[config.mk]
export PLATFORM = sky130hd
export DESIGN_NAME = fault_restart_timer
export DESIGN_NICKNAME = d
export VERILOG_FILES = /design/src/rtl/fault_restart_timer.sv
export SDC_FILE = /design/constraint.sdc
export NUM_CORES = 1
export LEC_CHECK = 0
export BUFFER_PORTS_ARGS = -buffer_cell sky130_fd_sc_hd__buf_2
export CAP_MARGIN = 30
export CORE_MARGIN = 4
export CORE_UTILIZATION = 35
export CTS_CLUSTER_DIAMETER = 100
export DETAILED_ROUTE_END_ITERATION = 7
export PLACE_DENSITY = 0.57
export SYNTH_ARGS = -nofsm -noshare
export SYNTH_HDL_FRONTEND = slang
export SYNTH_SLANG_ARGS = --single-unit
[constraint.sdc]
create_clock -name clk -period 2.4 [get_ports clk]
set_clock_uncertainty 0.1 [all_clocks]
set_input_delay 0.6 -clock clk [delete_from_list [all_inputs] [get_ports clk]]
set_output_delay 0.6 -clock clk [all_outputs]
set_load 0.02 [all_outputs]
[src/rtl/fault_restart_timer.sv]
module fault_restart_timer #(
  parameter int TIMEOUT_TICKS = 14500,
  parameter int ON_TICKS      = 3,
  parameter int OFF_TICKS     = 22
) (
  input  logic clk,
  input  logic rst_n,
  input  logic osc_tick,
  input  logic fb_above,
  output logic sw_enable
);
  localparam int MAXT = (TIMEOUT_TICKS > OFF_TICKS) ?
                        ((TIMEOUT_TICKS > ON_TICKS) ? TIMEOUT_TICKS : ON_TICKS) :
                        ((OFF_TICKS > ON_TICKS) ? OFF_TICKS : ON_TICKS);
  localparam int CW = $clog2(MAXT + 1);
  localparam logic [CW-1:0] TO_LAST  = CW'(TIMEOUT_TICKS - 1);
  localparam logic [CW-1:0] OFF_LAST = CW'(OFF_TICKS - 1);
  localparam logic [CW-1:0] ON_LAST  = CW'(ON_TICKS - 1);

  typedef enum logic [1:0] {ST_RUN = 2'd0, ST_REST = 2'd1, ST_TRY = 2'd2} state_t;

  state_t        state;
  logic [CW-1:0] cnt;

  always_ff @(posedge clk or negedge rst_n) begin
    if (!rst_n) begin
      state <= ST_RUN;
      cnt   <= '0;
    end else if (osc_tick) begin
      case (state)
        ST_RUN: begin
          if (fb_above)            cnt <= '0;
          else if (cnt == TO_LAST) begin state <= ST_REST; cnt <= '0; end
          else                     cnt <= cnt + 1'b1;
        end
        ST_REST: begin
          if (cnt == OFF_LAST) begin state <= ST_TRY; cnt <= '0; end
          else                 cnt <= cnt + 1'b1;
        end
        ST_TRY: begin
          if (fb_above)            begin state <= ST_RUN;  cnt <= '0; end
          else if (cnt == ON_LAST) begin state <= ST_REST; cnt <= '0; end
          else                     cnt <= cnt + 1'b1;
        end
        default: begin state <= ST_RUN; cnt <= '0; end
      endcase
    end
  end

  assign sw_enable = (state != ST_REST);
endmodule


# Word level (Yosys, flattened, before mapping)

Index checks and enable logic that the tools add are counted.

Bits in registers: 16
Bits in latches: 0
Memory bits (writable): 0
Memory bits (read-only): 0
Input bits: 4
Output and inout bits: 1
Logic and storage cells: 27
Memories: 0

Add/sub/neg operators: 1
$mul: 0
Divide/modulo/power cells: 0
Order comparisons: 0
Eq/ne operators: 10
Shifts and indexed selects: 0
Muxes and demuxes: 12
Bitwise gates (word level): 0
Reductions and logical operators: 2

Operators with widths:

| operator                                                         | count |
|---|---|
| 14-bit 2-to-1 mux                                                | 5 |
| 14-bit case mux with 3 select lines                              | 1 |
| 14-bit by 1-bit adder with 14-bit output, second input constant  | 1 |
| 14-bit == test, second input constant                            | 1 |
| 14-bit by 2-bit == test with 1-bit output, second input constant | 1 |
| 14-bit by 5-bit == test with 1-bit output, second input constant | 1 |
| 2-bit 2-to-1 mux                                                 | 5 |
| 2-bit != test, second input constant                             | 3 |
| 2-bit case mux with 3 select lines                               | 1 |
| 5-bit AND reduction                                              | 1 |
| 3-bit != test, second input constant                             | 1 |
| 2-bit by 1-bit == test with 1-bit output, second input constant  | 1 |
| 2-bit == test, second input constant                             | 1 |
| 2-bit logical NOT                                                | 1 |
| 2-bit by 1-bit != test with 1-bit output, second input constant  | 1 |

# Depth between registers and ports, before layout

Word-level depth: 4
Depth in mapped cells: 7

# Least setup slack after synthesis

No wires, ideal clock.

Kind: register to register
Start: register cnt[6]
End: register cnt[10]
Library setup time: 138 ps
Arrival time: 1886 ps
Required time: 2162 ps
Setup slack: 277 ps
Cell stages (with the launch flop): 6
Cell sequence: dfrtp_1 or4_4 nor4_4 a31oi_4 nor4b_4 o22ai_1

Cells in the longest elaborated chain, start to end: 4

RTL lines:

| item                                                             | line       | text |
|---|---|---|
| start: declaration                                               | 23         | `logic [CW-1:0] cnt;` |
| start signal: assignment                                         | 34         | `else cnt <= cnt + 1'b1;` |
| start signal: assignment                                         | 38         | `else cnt <= cnt + 1'b1;` |
| start signal: assignment                                         | 43         | `else cnt <= cnt + 1'b1;` |
| 14-bit by 1-bit adder with 14-bit output (tied with other cells) | 34, 38, 43 |  |
| 14-bit 2-to-1 mux (on tied branches)                             | 42, 33     |  |
| 14-bit 2-to-1 mux (on tied branches)                             | 41, 32     |  |
| 14-bit case mux with 3 select lines *                            | 30         | `case (state)` |

Mark *: on every way between the ends. The rest lies on a longest branch, timed or not.
A chain may end at the register's enable or synchronous reset.

# Final worst setup path

Start: register cnt[8]
End: register cnt[8]

The elaborated chain is that of the path after synthesis.

==> out/results.tsv <==
metric	value	unit
GP Congestion	0.833	
Post-DRT Antenna Nets	0	
drt pass-1 iters	4	
# Max-Cap Violations	0	
Final Cell Area	1170	um2
Seq/Total Area, Yosys	37.9	%
dpl cells	147	
Max Slew Vio Count	0	
DP HPWL	1730	um
clock-pin slew on the worst setup and hold paths	0.10	ns
startpoint types	register	
post-synth top area cell	dfrtp_1	
largest net degree at the start of global routing	25	
root buf cell	clkbuf_4	
DRT iter0 DRCs	68	
Fin Setup TNS	0	ns
Crit. End Element	register	
DRC	0	
die area	3960	um2
first-pass GRT wire length	4410	um
flip-flop and latch area	400	um2
vias in the first global route	891	
Hold Buf Count CTS	0	
Pleak	0.512	nW
layout cells sized above 1	20.8	%
grt total ovfl	0	
initial core utilization	37.4	%
# rows	19	
Multi-input gate area	621	um2
Synth Register Bits	16	
unrepaired setup endpoints after global routing	no	
Antenna Cells	0	
Final Cycle Share	94.4	%
Post-Syn Nets	117	
Max H-tree Level	1	
die width	63.0	um
critical path arrival	2.35	ns
worst-margin pin slew	0.543	ns
nets	129	
Vias/cell	5.72	
Post-synth EDFFs	0	
CTS Buffer Depth	2	
Crit Path Class	reg2reg	
Post-Syn Area	1060	um2
total track usage	14.1	%
Primary FF master, synth	dfrtp_1	
fin cells	151	
TritonCTS clock tree	done	
initial antenna violation count	0	
drt total wl	2380	um
final number of setup-violating endpoints	0	
clk sink count	16	
WL/cell	15.7	um
Async SR Flop Fraction	100	%
Inserted Clock Buffers	3	
Die Y	63.0	um
syn avg cell area	9.61	um2
Netlist cell types	36	
Core Box Area	2830	um2
final worst path period need	2.27	ns
vias	863	
Area Growth Syn to Fin	11.0	%
IO buf count	4	
worst vdd ir	0.150	mV
hold slack	0.105	ns
overall power	740	uW
CP max FO	6	
result of the run	completed	
Critical Path RT	2.48	ns
Synthesis Warnings	0	
Worst slew margin	63.6	%
I/O Pins	5	
top cells by area, synth	dfrtp_1 38%, o22ai_1 4.1%, mux2i_1 3.8%	
Post-DP Area	1140	um2
Mapped Cells	110	
# fillers	296	
Hold WC Path Type	in2async	
Highest Clock Rate	441	MHz
area share of the largest cell type after synthesis	37.9	%
Final Hold Fails	0	
Clock Latency Late Sink	0.29	ns
PD cells	631	nW/um2
timing repair:
action	in CTS	in global routing
endpoints found under the hold margin	0	0
endpoints found under the setup margin	0	6
gates resized for setup	0	2
buffers inserted	0	1
power breakdown:
part | internal, mW | switching, mW
registers | 0.308 | 0.0616
logic | 0.102 | 0.121
clock network | 0.0584 | 0.0883
total | 0.469 | 0.271
routing by layer:
layer | global-route usage (%) | share of wire (%)
met5 | 0 | 0
met4 | 5.79 | 1.6
met3 | 2.52 | 2.0
met2 | 21.2 | 46
met1 | 19.6 | 51
cell usage after synthesis (2+ instances only):
master	instances
dfrtp_1	16
inv_1	9
nand2_1	7
o22ai_1	7
nand3_1	6
a21oi_1	5
nor2_1	5
and3_1	4
and4_1	4
mux2i_1	4
nand2b_1	4
or2_2	4
ha_1	3
nand4_1	3
nor3_1	3
and2_1	2
clkbuf_1	2
nor2b_1	2
o21ai_0	2
o311ai_0	2
critical path: stages (launching register included):
cell and delay [ns]:
dfrtp_1 0.42, or3_1 0.44, o41ai_2 0.47, nor3_2 0.17, nor4b_4 0.28, buf_4 0.18
o22ai_1 0.09
layout make-up:
| class | count | share of cell area [%] |
|---|---|---|
| sequential | 16 | 34.1 |
| clock buffer | 3 | 1.92 |
| inverter | 9 | 2.88 |
| multi-input combinational | 83 | 52.9 |
| tap | 31 | 3.30 |
| timing repair buffer | 9 | 4.90 |
cells by family (layout without fill, tap and decap cells):
| logic type | after synthesis | in the layout | synth area share [%] |
|---|---|---|---|
| AO/OA/AOI/OAI | 22 | 22 | 15.9 |
| XOR/XNOR | 1 | 1 | 0.829 |
| adder cells (fa/ha/maj) | 3 | 3 | 3.55 |
| buffers and inverters | 11 | 21 | 3.91 |
| flip-flops | 16 | 16 | 37.9 |
| multiplexers | 4 | 4 | 3.79 |
| AND/OR/NAND/NOR | 53 | 53 | 34.2 |
worst paths after layout:
check | start | slack (ns) | end | depth (start not counted)
setup / recovery | cnt[8] | 0.13 | cnt[8] | 6
hold / removal | rst_n | 0.11 | state[1] | 1
setup reg to reg | cnt[8] | 0.13 | cnt[8] | 6
hold reg to reg | cnt[10] | 0.47 | cnt[10] | 2
max in group asynchronous | rst_n | 1.82 | cnt[12] | 1
min in group clk | cnt[10] | 0.47 | cnt[10] | 2
per-stage QoR:
| step | util (%) | setup slack, ns |
|---|---|---|
| floorplan | - | 0.277 |
| global placement | 40.2 | 0.131 |
| detailed placement | 40.2 | 0.0729 |
| CTS | 41.0 | 0.0561 |
| global route | 41.5 | 0.00810 |
| finish | 41.5 | 0.135 |
sequential cells by signal, summed over array words and instances, names as in the netlist:
register,count
state,2
cnt,14
cells in the final DEF, fill, tap and decap left out, types with 2 or more instances in the layout:
| cell | Yosys | final |
|---|---|---|
| and2_1 | 2 | 2 |
| or2_2 | 4 | 4 |
| o21ai_0 | 2 | 2 |
| a21oi_1 | 5 | 5 |
| and3_1 | 4 | 4 |
| nand2b_1 | 4 | 4 |
| nor3_1 | 3 | 2 |
| and4_1 | 4 | 4 |
| mux2i_1 | 4 | 4 |
| nor2b_1 | 2 | 2 |
| ha_1 | 3 | 3 |
| dfrtp_1 | 16 | 16 |
| nor2_1 | 5 | 5 |
| nand3_1 | 6 | 6 |
| inv_1 | 9 | 9 |
| clkbuf_4 | 0 | 3 |
| nand4_1 | 3 | 3 |
| nand2_1 | 7 | 7 |
| o22ai_1 | 7 | 7 |
| buf_2 | 0 | 4 |
| buf_4 | 0 | 5 |
(Power assumes the default switching activity.)
